**src/rtl/fft_stage_pkg.sv**
```systemverilog
package fft_stage_pkg;

  typedef enum logic [0:0] {
    TW_TABLE = 1'b0,
    TW_SWAP  = 1'b1
  } tw_mode_e;

  // quantised cosine / sine of pi*k/span, scaled by 2^frac, round half up
  function automatic int q_cos(input int k, input int span, input int frac);
    real ang;
    ang = $acos(-1.0) * real'(k) / real'(span);
    return $rtoi($floor($cos(ang) * (2.0 ** frac) + 0.5));
  endfunction

  function automatic int q_sin(input int k, input int span, input int frac);
    real ang;
    ang = $acos(-1.0) * real'(k) / real'(span);
    return $rtoi($floor($sin(ang) * (2.0 ** frac) + 0.5));
  endfunction

endpackage

```
**src/rtl/stage_ctrl.sv**
```systemverilog
module stage_ctrl #(
  parameter int SPAN = 8,
  localparam int AW = (SPAN > 1) ? $clog2(SPAN) : 1
) (
  input  logic          clk,
  input  logic          rst,
  input  logic          in_valid,
  output logic [AW-1:0] k_idx,
  output logic          upper_half,
  output logic          pend_ready
);
  localparam int CW   = $clog2(SPAN) + 1;
  localparam int LAST = 2 * SPAN - 1;

  logic [CW-1:0] cnt;
  logic          frame_end;

  assign frame_end  = in_valid && (cnt == CW'(LAST));
  assign upper_half = cnt[CW-1];

  generate
    if (SPAN == 1) begin : g_k_one
      assign k_idx = '0;
    end else begin : g_k_many
      assign k_idx = cnt[AW-1:0];
    end
  endgenerate

  always_ff @(posedge clk) begin
    if (rst) begin
      cnt        <= '0;
      pend_ready <= 1'b0;
    end else if (in_valid) begin
      cnt <= frame_end ? '0 : cnt + 1'b1;
      if (frame_end) pend_ready <= 1'b1;
    end
  end

  assert_wrap_R3: assert property (@(posedge clk) disable iff (rst)
    frame_end |=> (cnt == '0) && pend_ready);

  assert_hold_R7: assert property (@(posedge clk) disable iff (rst)
    !in_valid |=> $stable(cnt));

  assert_reset_clear_R8: assert property (@(posedge clk) disable iff (rst)
    $fell(rst) |-> (cnt == '0) && !pend_ready);

endmodule

```
**src/rtl/stage_delay_mem.sv**
```systemverilog
module stage_delay_mem #(
  parameter int SPAN = 8,
  parameter int DW   = 32,
  localparam int AW  = (SPAN > 1) ? $clog2(SPAN) : 1
) (
  input  logic          clk,
  input  logic          we,
  input  logic [AW-1:0] addr,
  input  logic [DW-1:0] wdata,
  output logic [DW-1:0] rdata
);
  logic [DW-1:0] slot [SPAN];

  // read-before-write: the old slot content is used in the same cycle
  always_comb rdata = slot[addr];

  always_ff @(posedge clk) begin
    if (we) slot[addr] <= wdata;
  end

endmodule

```
**src/rtl/stage_butterfly.sv**
```systemverilog
module stage_butterfly #(
  parameter int W     = 16,
  parameter bit SCALE = 1'b1
) (
  input  logic signed [W-1:0] a_re,
  input  logic signed [W-1:0] a_im,
  input  logic signed [W-1:0] b_re,
  input  logic signed [W-1:0] b_im,
  output logic signed [W-1:0] s_re,
  output logic signed [W-1:0] s_im,
  output logic signed [W-1:0] d_re,
  output logic signed [W-1:0] d_im
);
  // reduce a W+1 bit result to W bits: halve (floor) or wrap
  function automatic logic signed [W-1:0] fold(input logic signed [W:0] v);
    if (SCALE) return v[W:1];
    else       return v[W-1:0];
  endfunction

  function automatic logic signed [W:0] add_w(input logic signed [W-1:0] x,
                                              input logic signed [W-1:0] y);
    logic signed [W:0] xe, ye;
    xe = x;
    ye = y;
    return xe + ye;
  endfunction

  function automatic logic signed [W:0] sub_w(input logic signed [W-1:0] x,
                                              input logic signed [W-1:0] y);
    logic signed [W:0] xe, ye;
    xe = x;
    ye = y;
    return xe - ye;
  endfunction

  always_comb begin
    s_re = fold(add_w(a_re, b_re));
    s_im = fold(add_w(a_im, b_im));
    d_re = fold(sub_w(a_re, b_re));
    d_im = fold(sub_w(a_im, b_im));
  end

endmodule

```
**src/rtl/stage_twiddle.sv**
```systemverilog
module stage_twiddle #(
  parameter int W    = 16,
  parameter int TW_W = 16,
  parameter int SPAN = 8,
  parameter fft_stage_pkg::tw_mode_e MODE = fft_stage_pkg::TW_TABLE,
  localparam int AW  = (SPAN > 1) ? $clog2(SPAN) : 1
) (
  input  logic                clk,
  input  logic                rst,
  input  logic [AW-1:0]       k_idx,
  input  logic signed [W-1:0] d_re,
  input  logic signed [W-1:0] d_im,
  output logic signed [W-1:0] r_re,
  output logic signed [W-1:0] r_im
);
  localparam int FRAC = TW_W - 2;
  localparam int PW   = W + TW_W + 1;

  function automatic logic signed [W-1:0] round_keep(input logic signed [PW-1:0] p);
    logic signed [PW-1:0] t;
    t = p + (PW'(1) <<< (FRAC - 1));
    return t[FRAC+W-1:FRAC];
  endfunction

  function automatic logic signed [PW-1:0] mul(input logic signed [W-1:0] x,
                                               input logic signed [TW_W-1:0] c);
    logic signed [PW-1:0] xe, ce;
    xe = x;
    ce = c;
    return xe * ce;
  endfunction

  function automatic logic signed [W-1:0] neg_w(input logic signed [W-1:0] x);
    return -x;
  endfunction

  generate
    if (MODE == fft_stage_pkg::TW_TABLE) begin : g_table
      logic signed [TW_W-1:0] cos_t [SPAN];
      logic signed [TW_W-1:0] sin_t [SPAN];
      logic signed [TW_W-1:0] c_sel, s_sel;

      for (genvar g = 0; g < SPAN; g++) begin : g_rom
        assign cos_t[g] = TW_W'(fft_stage_pkg::q_cos(g, SPAN, FRAC));
        assign sin_t[g] = TW_W'(fft_stage_pkg::q_sin(g, SPAN, FRAC));
      end

      assign c_sel = cos_t[k_idx];
      assign s_sel = sin_t[k_idx];

      always_comb begin
        r_re = round_keep(mul(d_re, c_sel) + mul(d_im, s_sel));
        r_im = round_keep(mul(d_im, c_sel) - mul(d_re, s_sel));
      end

      // a unit factor at position 0 must survive quantisation and rounding
      assert_unit_twiddle_R4: assert property (@(posedge clk) disable iff (rst)
        (k_idx == '0) |-> (r_re == d_re) && (r_im == d_im));
    end else begin : g_swap
      logic rot_j;
      assign rot_j = (2 * int'(k_idx)) >= SPAN;

      always_comb begin
        if (rot_j) begin
          r_re = d_im;
          r_im = neg_w(d_re);
        end else begin
          r_re = d_re;
          r_im = d_im;
        end
      end
    end
  endgenerate

endmodule

```
**src/rtl/dif_sdf_stage.sv**
```systemverilog
module dif_sdf_stage #(
  parameter int W     = 16,
  parameter int TW_W  = 16,
  parameter int SPAN  = 8,
  parameter bit SCALE = 1'b1,
  parameter fft_stage_pkg::tw_mode_e MODE = fft_stage_pkg::TW_TABLE
) (
  input  logic                clk,
  input  logic                rst,
  input  logic                in_valid,
  input  logic signed [W-1:0] in_re,
  input  logic signed [W-1:0] in_im,
  output logic                out_valid,
  output logic signed [W-1:0] out_re,
  output logic signed [W-1:0] out_im
);
  localparam int AW = (SPAN > 1) ? $clog2(SPAN) : 1;
  localparam int DW = 2 * W;

  logic [AW-1:0]       k_idx;
  logic                upper_half, pend_ready;
  logic [DW-1:0]       mem_rd, mem_wr;
  logic signed [W-1:0] m_re, m_im;
  logic signed [W-1:0] s_re, s_im, d_re, d_im, r_re, r_im;
  logic                emit_sum, emit_diff;

  stage_ctrl #(.SPAN(SPAN)) u_ctrl (
    .clk(clk), .rst(rst), .in_valid(in_valid),
    .k_idx(k_idx), .upper_half(upper_half), .pend_ready(pend_ready)
  );

  stage_delay_mem #(.SPAN(SPAN), .DW(DW)) u_mem (
    .clk(clk), .we(in_valid), .addr(k_idx), .wdata(mem_wr), .rdata(mem_rd)
  );

  assign m_re = mem_rd[DW-1:W];
  assign m_im = mem_rd[W-1:0];

  stage_butterfly #(.W(W), .SCALE(SCALE)) u_bfly (
    .a_re(m_re), .a_im(m_im), .b_re(in_re), .b_im(in_im),
    .s_re(s_re), .s_im(s_im), .d_re(d_re), .d_im(d_im)
  );

  stage_twiddle #(.W(W), .TW_W(TW_W), .SPAN(SPAN), .MODE(MODE)) u_tw (
    .clk(clk), .rst(rst), .k_idx(k_idx),
    .d_re(d_re), .d_im(d_im), .r_re(r_re), .r_im(r_im)
  );

  // lower half parks the input, upper half parks the rotated difference
  assign mem_wr    = upper_half ? {r_re, r_im} : {in_re, in_im};
  assign emit_sum  = in_valid && upper_half;
  assign emit_diff = in_valid && !upper_half && pend_ready;

  always_ff @(posedge clk) begin
    if (rst) begin
      out_valid <= 1'b0;
      out_re    <= '0;
      out_im    <= '0;
    end else begin
      out_valid <= emit_sum || emit_diff;
      if (emit_sum) begin
        out_re <= s_re;
        out_im <= s_im;
      end else if (emit_diff) begin
        out_re <= m_re;
        out_im <= m_im;
      end
    end
  end

  assert_sum_out_R1: assert property (@(posedge clk) disable iff (rst)
    (in_valid && upper_half) |=> out_valid);

  assert_no_early_R2: assert property (@(posedge clk) disable iff (rst)
    (in_valid && !upper_half && !pend_ready) |=> !out_valid);

  assert_qualified_R7: assert property (@(posedge clk) disable iff (rst)
    out_valid |-> $past(in_valid));

  assert_reset_out_R8: assert property (@(posedge clk) disable iff (rst)
    $fell(rst) |-> !out_valid);

endmodule

```
**config.mk**
```make
export PLATFORM = sky130hd
export DESIGN_NAME = dif_sdf_stage
export DESIGN_NICKNAME = d
export VERILOG_FILES = /design/src/rtl/fft_stage_pkg.sv /design/src/rtl/stage_ctrl.sv /design/src/rtl/stage_delay_mem.sv /design/src/rtl/stage_butterfly.sv /design/src/rtl/stage_twiddle.sv /design/src/rtl/dif_sdf_stage.sv
export SDC_FILE = /design/constraint.sdc
export NUM_CORES = 2
export LEC_CHECK = 0
export BUFFER_PORTS_ARGS = -buffer_cell sky130_fd_sc_hd__buf_2
export CAP_MARGIN = 40
export CORE_UTILIZATION = 45
export DETAILED_ROUTE_END_ITERATION = 7
export PLACE_DENSITY = 0.7
export SYNTH_ARGS = -nofsm -noshare
export SYNTH_HDL_FRONTEND = slang
export SYNTH_SLANG_ARGS = --single-unit
```
**constraint.sdc**
```tcl
create_clock -name clk -period 17.3 [get_ports clk]
set_input_delay 2.595 -clock clk [delete_from_list [all_inputs] [get_ports clk]]
set_output_delay 2.595 -clock clk [all_outputs]
set_load 0.02 [all_outputs]
```
**Yosys cells after proc, flatten, opt, wreduce, memory -nomap -nowiden**

Memory sizes are Yosys's and may differ from the RTL's. A register that Yosys moved wholly into a read port is not among the register bits.
Index checks and enable logic that the tools add are counted.

- Logic and storage cells: 46
- Input bits: 35
- RAM bits: 256
- Register bits after elaboration: 38
- Output and inout port bits: 33
- Memories kept: 3
- ROM bits: 256

Memory list:

| memory | depth | bits a word | rd ports | clocked after memory_dff | write ports | line | text |
|---|---|---|---|---|---|---|---|
| u_mem.slot | 8 | 32 | 1 | 1 | 1 | stage_delay_mem.sv:12 | `logic [DW-1:0] slot [SPAN];` |
| (no name shown) | 8 | 16 | 1 | 0 | 0 | stage_twiddle.sv:48 | `assign c_sel = cos_t[k_idx];` |
| (no name shown) | 8 | 16 | 1 | 0 | 0 | stage_twiddle.sv:49 | `assign s_sel = sin_t[k_idx];` |

- Magnitude comparators: 1
- Reductions and logical operators: 8
- Mux-type cells: 14
- Multipliers: 4
- Equal/unequal tests: 1
- $add $sub $neg: 9
- Bitwise gates (word level): 1

Operator list:

| operator | number |
|---|---|
| $mux 16 | 8 |
| $mul 16x16->30 | 4 |
| $add 30x15->30 const B | 2 |
| $add 16x16->17 | 2 |
| $sub 16x16->17 | 2 |
| $mux 32 | 1 |
| $add 30x30->30 | 1 |
| $sub 30x30->30 | 1 |
| $mux 3 | 2 |
| $add 4x1->4 const B | 1 |
| $eq 4x4->1 const B | 1 |
| $ge 4x4->1 const B | 1 |
| $logic_and 1x1->1 | 4 |
| $mux 4 | 1 |
| $not 3->4 | 1 |
| $mux 1 | 2 |
| $reduce_and 2->1 | 1 |
| $reduce_bool 2->1 | 1 |
| $logic_not 1->1 | 1 |
| $logic_or 1x1->1 | 1 |

**Logic depth before layout (Yosys ltp)**

- Depth after elaboration: 8
- Depth in mapped cells: 45

**Hierarchy**

Synthesis repeated with hierarchy kept, for this count alone.

- Cells, all modules: 4777
- Area, all modules: 50262.0 µm²

Modules (own cells, without submodules):

| module | instances | area an instance (µm²) | cells an instance |
|---|---|---|---|
| stage_twiddle | 1 | 34749.6 | 3670 |
| stage_delay_mem | 1 | 9859.5 | 421 |
| stage_butterfly | 1 | 3223.1 | 467 |
| dif_sdf_stage | 1 | 2223.4 | 197 |
| stage_ctrl | 1 | 206.4 | 22 |

**Worst setup path before layout**

OpenSTA, ideal clock, no wires.

- Path kind: input to register
- Start: input port in_im[2]
- End: memory u_mem.slot[0][10], data pin
- Setup slack: 5173 ps
- Arrival time: 11898 ps
- Required time: 17070 ps
- Stages on the path: 38
- Library setup time: 230 ps
- Path through: inv_1 ha_1 clkbuf_1 o21a_1 nor2_1 a31oi_1 a31oi_1 nor2_1 nand2_1 a21oi_1 xor2_1 clkbuf_1 nand2_1 fa_1 inv_1 fa_1 inv_1 fa_1 [2 not listed] fa_1 fa_1 fa_1 inv_1 fa_1 inv_1 ha_1 or4_1 a21oi_1 o211ai_1 a41oi_1 o21ai_0 a21o_1 a21oi_1 o21bai_1 a21oi_1 xor2_1 mux2i_1

- Cells in the longest elaborated chain, start to end: 5

RTL lines:

| item | line | text |
|---|---|---|
| start, declared | dif_sdf_stage.sv:12 | `input logic signed [W-1:0] in_im,` |
| $sub 16x16->17 | stage_butterfly.sv:33 | `return xe - ye;` |
| $mul 16x16->30 | stage_twiddle.sv:30 | `return xe * ce;` |
| $sub 30x30->30 | stage_twiddle.sv:53 | `r_im = round_keep(mul(d_im, c_sel) - mul(d_re, s_sel));` |
| $add 30x15->30 | stage_twiddle.sv:21 | `t = p + (PW'(1) <<< (FRAC - 1));` |
| $mux 32 | dif_sdf_stage.sv:50 | `assign mem_wr = upper_half ? {r_re, r_im} : {in_re, in_im};` |
| named net mem_wr[10] | dif_sdf_stage.sv:22 | `logic [DW-1:0] mem_rd, mem_wr;` |
| end, declared | stage_delay_mem.sv:12 |  |

The timed path passes the listed nets, and every way through them passes these cells.

**Worst setup path after layout**

- Start: input port in_re[1]
- End: memory u_mem.slot[5][10], data pin

- Cells in the longest elaborated chain, start to end: 5

RTL lines:

| item | line | text |
|---|---|---|
| start, declared | dif_sdf_stage.sv:11 | `input logic signed [W-1:0] in_re,` |
| $sub 16x16->17 | stage_butterfly.sv:33 |  |
| $mul 16x16->30 | stage_twiddle.sv:30 |  |
| $sub 30x30->30 | stage_twiddle.sv:53 |  |
| $add 30x15->30 | stage_twiddle.sv:21 |  |
| $mux 32 | dif_sdf_stage.sv:50 |  |
| named net mem_wr[10] | dif_sdf_stage.sv:22 |  |

The timed path passes the listed nets, and every way through them passes these cells.

==> out/qor.yml <==
synth.avg_cell_area_um2: 10.3
hp-class: "reg2reg"
status: "finished clean"
hpwl_um: 120000
initial_core_util_pct: 45.6
clockBufferDepth: 3
overflow: 0
fp.dieW_um: 330
post_drt_via_cell_ratio: 5.48
core_area_um2: 106000
yosysTopAreaCell: "fa_1"
worstPathMaxFanout: 11
wl_per_cell_um: 24.3
htreeDepth: 1
grt.total_usage_pct: 28.3
holdWs_ps: 461
antenna_found_initial: 5
worst_pin_slew_ps: 962
period_share_pct: 77.1
worstPathRequired_ps: 17550
synth_fp_nets: 6085
gr-max-usage-layer: "met2"
grt_max_degree: 47
detail-route-antenna-nets: 0
grt_pass1_vias: 35365
fin_worst_skew_ps: 28.1
worstRegToRegCells: 38
critPathArrivalTime_ps: 13590
rows: 119
synth_cells: 4667
drtIter0Drc: 3784
synth_seq_area_share_pct: 17.6
synth_edf_count: 256
fin_crit_ps: 13340
yosys_warnings: 0
hold_start: "out_im[5]$_SDFFE_PP0P_"
worstReg2RegEnd: "u_mem.slot[5][10]$_DFFE_PP_"
rsz0062_at_grt: "no"
fin_util_pct: 48.8
async_flop_share_pct: 0
post_cts_buffers: 0
reg2reg_slack_ps: 4140
pin_count: 68
drcViolationCount: 0
timing.critical_path.slowest_stage_cell: "xor2_1"
tns_ps: 0
area_growth_pct: 6.97
synth_top_area_share_pct: 40.0
min_delay_worst_endpoint: "out_im[5]$_SDFFE_PP0P_"
crit_path_end_kind: "flip-flop"
die_h_um: 330
ctsResizeCount: 0
synth_area_um2: 48300
maxSlewHeadroom_pct: 35.2
met2_usage_pct: 43.6
cts_sinks: 297
grt_util_met1_pct: 37.9
vias: 33593
cts.reportedPaths.clkPinSlew_ps: 70
synth_seq_cells: 297
die_area_um2: 109000
fmax_mhz: 75.0
port_buffers: 67
critical_path_class: "in2reg"
max_stage_delay_ps: 570
hold_buffers: 0
finish.net_count: 6143
hold_viol: 0
globalRouteMet3Util_pct: 6.98
numCtsBuffers: 25
cts_tree: "done"
cpMostUsedCell: "fa_1"
synth_area_leaders: "fa_1, edfxtp_1, ha_1"
synth_ff_type: "edfxtp_1"
startpoint_type: "input pin"
slew_violations: 0
ys_types: 69
cts_root_buf: "clkbuf_16"
drt_pass1_iterations: 6
maxCapViolCount: 0
nFillCells: 9525
grt_pass1_wl_um: 225000
hold_depth: 2
drive_above_1_share_pct: 7.84
clkLatencyLatePin_ps: 550
setup_viol: 0
wl_um: 149000
gp_routability_congestion: 1.04
kinds of logic after synthesis:
family                     count (synthesis)  share of synthesized area [%]
AOI/OAI and AO/OA                        339                           4.49
and+or+nand+nor                          921                           8.04
muxes                                    114                           4.05
buffers and inverters                   1385                           10.8
DFF                                      297                           17.6
adders and majority gates               1387                           50.9
xor gates and xnor gates                 224                           4.11
cell type report:
type,count,area [um^2],area share (%)
inverters,1229,4610,8.93
clock buffers,27,633,1.23
clock inverters,17,131,0.254
multi-input cells,2985,34700,67.3
well taps,1391,1740,3.37
diodes,2,5.00,0.00969
repair buffers,187,1270,2.46
flip-flops and latches,297,8520,16.5
placed cells by master (no fill, tap or decap), types with 12 or more instances in the layout:
cell and instances:
and3_1 12, nor2_1 378, mux4_2 62, a31oi_1 13, or3_1 17, xnor2_1 165
ha_1 418, xor2_1 50, mux2i_1 21, mux2_2 31, nand2_1 346, a21o_1 31
inv_1 1227, buf_2 69, o21bai_1 17, nor3_1 37, nand2b_1 22, and2_1 34
edfxtp_1 256, o21ai_0 66, fa_1 964, a21oi_1 109, dfxtp_1 36, or2_2 14
clkbuf_16 25, nor2b_1 32, o21a_1 12, buf_4 111
routing by layer:
layer	routed length, um	part of all wire (%)
met3	17400	12
met4	8680	5.8
met2	66300	44
met5	68	0.046
met1	56600	38
critical path, delay by kind of cell:
family | cells | cell delay (ps)
AO/OA/AOI/OAI | 15 | 3850
XOR/XNOR | 2 | 650
adder cells (fa/ha/maj) | 10 | 4520
buffers and inverters | 7 | 720
multiplexers | 1 | 500
AND/OR/NAND/NOR | 2 | 720
worst max-delay path by stage:
stage                        start                     endpoint  slack, ps
after floorplan           in_im[2]  u_mem.slot[0][10]$_DFFE_PP_       5170
after global placement    in_re[1]  u_mem.slot[6][10]$_DFFE_PP_       3910
after detailed placement  in_re[1]  u_mem.slot[6][10]$_DFFE_PP_       3600
after CTS                 in_re[1]  u_mem.slot[0][10]$_DFFE_PP_       4170
after global routing      in_re[1]  u_mem.slot[0][10]$_DFFE_PP_       3400
final                     in_re[1]  u_mem.slot[5][10]$_DFFE_PP_       3960
stage by stage:
step / instances / setup WS, ps / cell area (um^2)
after floorplan: 4667 / 5170 / 48300
after global placement: 6080 / 3910 / 50800
after detailed placement: 6087 / 3600 / 50900
after CTS: 6131 / 4170 / 51600
after global routing: 6134 / 3400 / 51600
final: 6135 / 3960 / 51600
cell usage after synthesis, types with 13 or more instances:
| master | instances |
|---|---|
| a21o_1 | 31 |
| a21oi_1 | 115 |
| a31oi_1 | 13 |
| and2_1 | 34 |
| buf_1 | 18 |
| clkbuf_1 | 136 |
| dfxtp_1 | 41 |
| edfxtp_1 | 256 |
| fa_1 | 964 |
| ha_1 | 419 |
| inv_1 | 1227 |
| mux2_2 | 31 |
| mux2i_1 | 21 |
| mux4_2 | 62 |
| nand2_1 | 346 |
| nand2b_1 | 23 |
| nor2_1 | 386 |
| nor2b_1 | 32 |
| nor3_1 | 39 |
| o21ai_0 | 67 |
| o21bai_1 | 17 |
| or2_2 | 14 |
| or3_1 | 17 |
| xnor2_1 | 169 |
| xor2_1 | 53 |
flip-flops by register name, indices dropped and copies added (netlist names), named ones only:
| name | count |
|---|---|
| out_im | 16 |
| out_valid | 1 |
| u_ctrl.pend_ready | 1 |
| out_re | 16 |
| u_ctrl.cnt | 4 |
| u_mem.slot | 256 |
Power is left out: the tool's default activity adds up to more than one toggle a clock period on the data nets, which glitch-free logic cannot reach.
